[config.mk]
export PLATFORM = sky130hd
export DESIGN_NAME = mq_write_selector
export DESIGN_NICKNAME = d
export VERILOG_FILES = /design/src/rtl/mq_wr_pkg.sv /design/src/rtl/mq_sel_pipe.sv /design/src/rtl/mq_wr_gate.sv /design/src/rtl/mq_flag_owner.sv /design/src/rtl/mq_write_selector.sv
export SDC_FILE = /design/constraint.sdc
export NUM_CORES = 1
export LEC_CHECK = 0
export ABC_AREA = 1
export BUFFER_PORTS_ARGS = -buffer_cell sky130_fd_sc_hd__buf_2
export CAP_MARGIN = 10
export CORE_MARGIN = 2
export CORE_UTILIZATION = 39
export DETAILED_ROUTE_END_ITERATION = 10
export GPL_TIMING_DRIVEN = 0
export HOLD_SLACK_MARGIN = 0.15
export PLACE_DENSITY = 0.74
export SLEW_MARGIN = 5
export SYNTH_ARGS = -nofsm -noshare
export SYNTH_HDL_FRONTEND = slang
export SYNTH_SLANG_ARGS = --single-unit
export TNS_END_PERCENT = 5
[constraint.sdc]
create_clock -name clk -period 0.8 [get_ports clk]
set_input_delay 0.04 -clock clk [delete_from_list [all_inputs] [get_ports clk]]
set_output_delay 0.04 -clock clk [all_outputs]
set_load 0.005 [all_outputs]
[src/rtl/mq_wr_pkg.sv]
package mq_wr_pkg;

    localparam int ADDR_W = 5;
    localparam int QSEL_W = 2;
    localparam int NUM_Q  = 1 << QSEL_W;
    localparam int DEV_W  = ADDR_W - QSEL_W;

    typedef struct packed {
        logic              vld;
        logic [DEV_W-1:0]  dev;
        logic [QSEL_W-1:0] q;
    } qsel_t;

    typedef enum logic [1:0] {
        CMD_NONE  = 2'd0,
        CMD_QSEL  = 2'd1,
        CMD_FSEL  = 2'd2,
        CMD_CLASH = 2'd3
    } addr_cmd_t;

    function automatic qsel_t decode_addr(input logic [ADDR_W-1:0] a);
        qsel_t s;
        s.vld = 1'b1;
        s.dev = a[ADDR_W-1:QSEL_W];
        s.q   = a[QSEL_W-1:0];
        return s;
    endfunction

    function automatic logic [NUM_Q-1:0] q_onehot(input logic [QSEL_W-1:0] q);
        logic [NUM_Q-1:0] v;
        v = '0;
        v[q] = 1'b1;
        return v;
    endfunction

    function automatic addr_cmd_t classify(input logic ae, input logic fs, input logic done);
        if (ae && fs)        return CMD_CLASH;
        else if (ae && done) return CMD_QSEL;
        else if (fs)         return CMD_FSEL;
        else                 return CMD_NONE;
    endfunction

endpackage

[src/rtl/mq_sel_pipe.sv]
module mq_sel_pipe
    import mq_wr_pkg::*;
(
    input  logic              clk,
    input  logic              rst,
    input  addr_cmd_t         cmd,
    input  logic [ADDR_W-1:0] addr,
    output qsel_t             act
);
    qsel_t pend;

    // Stage 1 captures the request, stage 2 makes it active one edge later.
    always_ff @(posedge clk) begin
        if (rst) begin
            pend <= '0;
            act  <= '0;
        end else begin
            act <= pend;
            if (cmd == CMD_QSEL)
                pend <= decode_addr(addr);
        end
    end

    // an active selection always came through the pending stage
    p_act_from_pend_r6: assert property (@(posedge clk) disable iff (rst)
        (act.vld && !$past(act.vld)) |-> $past(pend.vld));

endmodule

[src/rtl/mq_wr_gate.sv]
module mq_wr_gate
    import mq_wr_pkg::*;
#(
    parameter int               DATA_W = 36,
    parameter logic [DEV_W-1:0] DEV_ID = 3'd5
)(
    input  logic              clk,
    input  logic              rst,
    input  qsel_t             act,
    input  logic              wr_en_n,
    input  logic [DATA_W-1:0] din,
    output logic [NUM_Q-1:0]  q_wr_strobe,
    output logic [DATA_W-1:0] wr_data
);
    logic hit;
    assign hit = act.vld && (act.dev == DEV_ID) && !wr_en_n;

    always_ff @(posedge clk) begin
        if (rst) begin
            q_wr_strobe <= '0;
            wr_data     <= '0;
        end else begin
            q_wr_strobe <= hit ? q_onehot(act.q) : '0;
            wr_data     <= din;
        end
    end

    // a disabled write produces no strobe
    p_idle_when_disabled_r5: assert property (@(posedge clk) disable iff (rst)
        wr_en_n |=> (q_wr_strobe == '0));

    // a foreign device number never reaches a local queue
    p_foreign_dev_r7: assert property (@(posedge clk) disable iff (rst)
        (act.vld && act.dev != DEV_ID) |=> (q_wr_strobe == '0));

    // nothing is written before any selection became active
    p_no_early_write_r10: assert property (@(posedge clk) disable iff (rst)
        !act.vld |=> (q_wr_strobe == '0));

    // strobe is one-hot or zero
    p_onehot_r11: assert property (@(posedge clk) disable iff (rst)
        $onehot0(q_wr_strobe));

endmodule

[src/rtl/mq_flag_owner.sv]
module mq_flag_owner
    import mq_wr_pkg::*;
#(
    parameter logic [DEV_W-1:0] DEV_ID = 3'd5
)(
    input  logic              clk,
    input  logic              rst,
    input  addr_cmd_t         cmd,
    input  logic [ADDR_W-1:0] addr,
    output logic              flag_owner,
    output logic              sel_err
);
    always_ff @(posedge clk) begin
        if (rst) begin
            flag_owner <= 1'b0;
            sel_err    <= 1'b0;
        end else begin
            sel_err <= (cmd == CMD_CLASH);
            if (cmd == CMD_FSEL)
                flag_owner <= (addr[ADDR_W-1:QSEL_W] == DEV_ID);
        end
    end

    // ownership only moves on a flag-strobe edge
    p_owner_hold_r8: assert property (@(posedge clk) disable iff (rst)
        (cmd != CMD_FSEL) |=> $stable(flag_owner));

endmodule

[src/rtl/mq_write_selector.sv]
module mq_write_selector
    import mq_wr_pkg::*;
#(
    parameter int               DATA_W = 36,
    parameter logic [DEV_W-1:0] DEV_ID = 3'd5
)(
    input  logic              clk,
    input  logic              rst,
    input  logic              prog_done,
    input  logic              addr_en,
    input  logic              flag_stb,
    input  logic [ADDR_W-1:0] wr_addr,
    input  logic              wr_en_n,
    input  logic [DATA_W-1:0] din,
    output logic [NUM_Q-1:0]  q_wr_strobe,
    output logic [DATA_W-1:0] wr_data,
    output logic              flag_owner,
    output logic              sel_err
);
    addr_cmd_t cmd;
    qsel_t     act;

    assign cmd = classify(addr_en, flag_stb, prog_done);

    mq_sel_pipe u_pipe (
        .clk  (clk),
        .rst  (rst),
        .cmd  (cmd),
        .addr (wr_addr),
        .act  (act)
    );

    mq_wr_gate #(.DATA_W(DATA_W), .DEV_ID(DEV_ID)) u_gate (
        .clk         (clk),
        .rst         (rst),
        .act         (act),
        .wr_en_n     (wr_en_n),
        .din         (din),
        .q_wr_strobe (q_wr_strobe),
        .wr_data     (wr_data)
    );

    mq_flag_owner #(.DEV_ID(DEV_ID)) u_flag (
        .clk        (clk),
        .rst        (rst),
        .cmd        (cmd),
        .addr       (wr_addr),
        .flag_owner (flag_owner),
        .sel_err    (sel_err)
    );

    // no queue selection is decoded before configuration completes
    p_cfg_block_r3: assert property (@(posedge clk) disable iff (rst)
        !prog_done |-> (cmd != CMD_QSEL));

    // a clash is reported and leaves flag ownership untouched
    p_clash_r9: assert property (@(posedge clk) disable iff (rst)
        (addr_en && flag_stb) |=> (sel_err && $stable(flag_owner)));

    // a strobe always traces back to an enabled write
    p_strobe_needs_wen_r5: assert property (@(posedge clk) disable iff (rst)
        (q_wr_strobe != '0) |-> !$past(wr_en_n));

endmodule

---- Word level (Yosys, flattened, before mapping) ----
Cells that the tools add are included.
word-level totals
  output and inout port bits .............. 42
  register bits ........................... 54
cells by class
  muxes and demuxes ....................... 5
  $lt $le $gt $ge ......................... 2
  bitwise operators ....................... 1
  reductions and logical operators ........ 7
  eq/ne operators ......................... 5
operators with widths
  cell                                                  number
  == test 3 bit (second input constant)                 2
  two-way mux 2 bit                                     3
  logical AND 1 bit                                     5
  == test 2 bit (second input constant)                 2
  < comparator 2 x 3 -> 1 bit (second input constant)   1
  demux 1 bit (select 2 bit)                            1
  == test 2 x 1 -> 1 bit (second input constant)        1
  >= comparator 2 x 1 -> 1 bit (second input constant)  1
  OR reduction 2 bit                                    1
  logical NOT 1 bit                                     1
  two-way mux 1 bit                                     1
  NOT 1 bit                                             1

---- Logic depth before layout (Yosys ltp) ----
  depth in word-level cells ............... 5
  gate-level depth with buffers ........... 6
  mapped depth without buffers ............ 5

---- Hierarchy ----
A second synthesis with hierarchy kept.
unflattened totals
  cell total of the unflattened synthesis .. 187
  area total of the unflattened synthesis .. 1,646.6 um2
modules (own cells, without submodules)
  module             sequential area each (um2)  cells an instance  instances  area an instance (um2)
  mq_wr_gate         800.8                       132                1          1,182.4
  mq_sel_pipe        240.2                       39                 1          365.4
  mq_flag_owner      40.0                        12                 1          83.8
  mq_write_selector  0.0                         4                  1          15.0

---- Worst setup path before layout ----
Ideal clock, no wire load.
  path type ............................... register to register
  start point ............................. register u_pipe.act[5] (netlist name)
  end point ............................... register u_gate.q_wr_strobe[0]
  arrival time ............................ 0.595 ns
  setup slack ............................. 0.140 ns
  setup time .............................. 0.066 ns
  stages on the path, launching flop included .. 4
  cell sequence ........................... dfxtp_1 > nand2_1 > nand3b_1 > nor2_1
on the way
  word-level cells in the longest chain between the ends .. 4
RTL lines
  item                             line              RTL
  logical AND 1 bit (2 in series)  mq_wr_gate.sv:16  assign hit = act.vld && (act.dev == DEV_ID) && !wr_en_n;
  NOT 1 bit (no line)              --
  OR reduction 2 bit (no line)     --
  end signal: assignment           mq_wr_gate.sv:23  q_wr_strobe <= hit ? q_onehot(act.q) : '0;
  end: declaration                 mq_wr_gate.sv:12  output logic [NUM_Q-1:0] q_wr_strobe,
Every way passes these cells.
A chain may end at the register's enable or synchronous reset.

---- Final worst setup path ----
  start point ............................. register u_flag.flag_owner
  end point ............................... output flag_owner
RTL lines
  item                      line                     RTL
  start: declaration        mq_flag_owner.sv:10      output logic flag_owner,
  start signal: assignment  mq_flag_owner.sv:20      flag_owner <= (addr[ADDR_W-1:QSEL_W] == DEV_ID);
  end: declaration          mq_write_selector.sv:17  output logic flag_owner,
No word-level cell between the ends.

==> impl_metrics.tcl <==
set metrics [dict create \
    status "completed" \
    drive_gt1_frac 0.331 \
    p_leak_nw 1.52 \
    drv_cap 0 \
    firstDrtPassIters 4 \
    dieArea_um2 4760 \
    die_w_um 69.0 \
    cts.path.max_buffers 2 \
    grt_first_pass_wirelength_um 5030 \
    switching_share 0.209 \
    dpl.hpwl_um 2160 \
    drv_slew 0 \
    grt_usage 0.146 \
    min_period_ps 779 \
    comb_power_share 0.118 \
    path_class "register to output port" \
    required_ps 760 \
    coreArea_um2 4030 \
    area_delta_synth_final_pct 67.4 \
    clk_pin_slew_ps 90 \
    fin_worst_skew_ps 5.65 \
    synth_edf_count 0 \
    portBuffers 87 \
    drt_iter0_drc 34 \
    critPathBufInv 1 \
    nNetsFinal 384 \
    post_drt_wl_per_cell_um 9.36 \
    synth.top_cells.by_area "dfxtp_1 66%, nor2_1 14%, inv_1 12%" \
    period_share 0.973 \
    power_frac_seq 0.549 \
    rsz0062_at_grt "true" \
    synth_cell_types 9 \
    synth.most_common_cell "nor2_1" \
    hp-class "input port to register" \
    cp-start-kind "register" \
    post_cts_buffers 0 \
    critical_path_arrival_ps 740 \
    grt_max_degree 17 \
    pin_count 89 \
    post-route-drc-count 0 \
    synthTopCellsByCount "63 x nor2_1, 54 x dfxtp_1, 53 x inv_1" \
    crit_slowest_cell "dfxtp_2" \
    irDropWorstVdd_uv 1030 \
    power_frac_clock 0.333 \
    n_antenna_cell 0 \
    pwr_density_cell_nw_per_um2 1890 \
    initial_utilization 0.409 \
    gp_congestion 0.703 \
    async_flop_share 0 \
    end_kind "output port" \
    crit_fanout 2 \
    synth_seq_area_share 0.657 \
    utilization 0.684 \
    synthDominantCellAreaShare 0.657 \
    htreeDepth 2 \
    yosysWarnings 0 \
    finalHoldViolations 0 \
    p_int_mw 4.11 \
    hold_buffers 44 \
    max_freq_ghz 1.28 \
    rows 23 \
    maxSlewHeadroom 0.877 \
    p_switching_mw 1.09 \
    slowest_delay_ps 330 \
    routed_wl_um 3630 \
    cts_root_buf "clkbuf_8" \
    vias 1505 \
    die_y_um 69.0 \
    setup_viol 0 \
    synth_area_um2 1650 \
    overflow 0 \
    timing.hold.ws_ps 78.0 \
    path_delay_family "flip-flops" \
    cts_tree "built" \
    antenna_found_initial 0 \
    clock-sinks 54 \
    numCtsBuffers 5 \
    viasPerCell 3.88 \
    tightest_slew_ps 184 \
    synthFlopType "dfxtp_1" \
    ys_seq_elements 54 \
    yosysTopAreaCell "dfxtp_1" \
    syn-num-nets 246 \
    ant_nets 0 \
    grt_pass1_vias 1288 \
    fillers 333 \
    clk_latency_ps 300 \
    avgSynthCellArea_um2 8.27 \
    postSynthCellCount 199 \
    crit_chain "buf_2" \
]
-- sequential cells by signal, summed over array words and instances (netlist names) --
signal / count
u_pipe.pend: 6
u_pipe.act: 6
u_flag.sel_err: 1
u_gate.q_wr_strobe: 4
u_gate.wr_data: 36
u_flag.flag_owner: 1
-- cells by family (layout without fill, tap and decap cells) --
kind of cell | Yosys count | count (layout) | share of synthesized area
AND/OR/NAND/NOR | 85 | 85 | 0.198
AO/OA/AOI/OAI | 1 | 1 | 0.00304
buffers and inverters | 59 | 198 | 0.143
flip-flops | 54 | 54 | 0.657
-- layout by cell type (no fill, tap or decap), drive strengths merged --
master / synthesis / final
nand3b: 1 / 1
nor2: 64 / 64
clkinv: 0 / 2
dfxtp: 54 / 54
nand2: 20 / 20
dlygate4sd3: 0 / 44
inv: 53 / 53
buf: 6 / 93
bufinv: 0 / 1
a21oi: 1 / 1
clkbuf: 0 / 5
-- final timing paths --
kind	start	to	slack (ps)	depth (start not counted)
max	u_flag.flag_owner	flag_owner	20	1
min	flag_stb	u_pipe.pend[4]	80	5
max reg2reg	u_pipe.act[2]	u_gate.q_wr_strobe[1]	40	4
min reg2reg	u_pipe.pend[5]	u_pipe.act[5]	420	2
-- layer usage --
layer | track usage | share of wire | wire length, um
met2 | 0.291 | 0.53 | 1930
met5 | 0 | 0 | 0
met4 | 0.0662 | 0.0036 | 13
met3 | 0.0406 | 0.064 | 233
met1 | 0.134 | 0.40 | 1450
-- power by group through the flow --
stage          clock network, mW  logic (mW)  registers (mW)
3_3_place_gp                   0       0.411            2.90
4_1_cts                     1.82       0.585            2.84
3_5_place_dp                   0       0.419            2.91
6_report                    1.73       0.612            2.85
5_1_grt                     1.91       0.691            2.87
2_1_floorplan                  0       0.167            2.92
-- what timing repair did --
action / in CTS / in global routing
endpoints found under the hold margin: 47 / 5
gates resized for setup: 0 / 18
setup endpoints to repair: 0 / 18
-- layout make-up --
type / count / area, um2 / share of cell area
inverters: 53 / 199 / 0.0722
flip-flops and latches: 54 / 1090 / 0.397
repair buffers: 131 / 926 / 0.336
multi-input cells: 86 / 330 / 0.120
well taps: 50 / 62.6 / 0.0227
plain buffers: 6 / 36.3 / 0.0132
clock buffers: 5 / 68.8 / 0.0250
clock inverters: 3 / 40.0 / 0.0145
-- stage by stage --
step / area, um2 / std cells / TNS (ps) / setup slack, ps / total power [mW]
finish: 2760 / 388 / 0 / 21.5 / 5.20
global route: 2760 / 388 / -66.8 / -23.6 / 5.47
CTS: 2690 / 388 / 0 / 1.64 / 5.25
detailed placement: 2140 / 336 / 0 / 62.1 / 3.33
global placement: 2140 / 336 / 0 / 78.0 / 3.31
floorplan: 1650 / 199 / 0 / 140 / 3.09
Note: power is estimated with default switching activity, not from simulation.
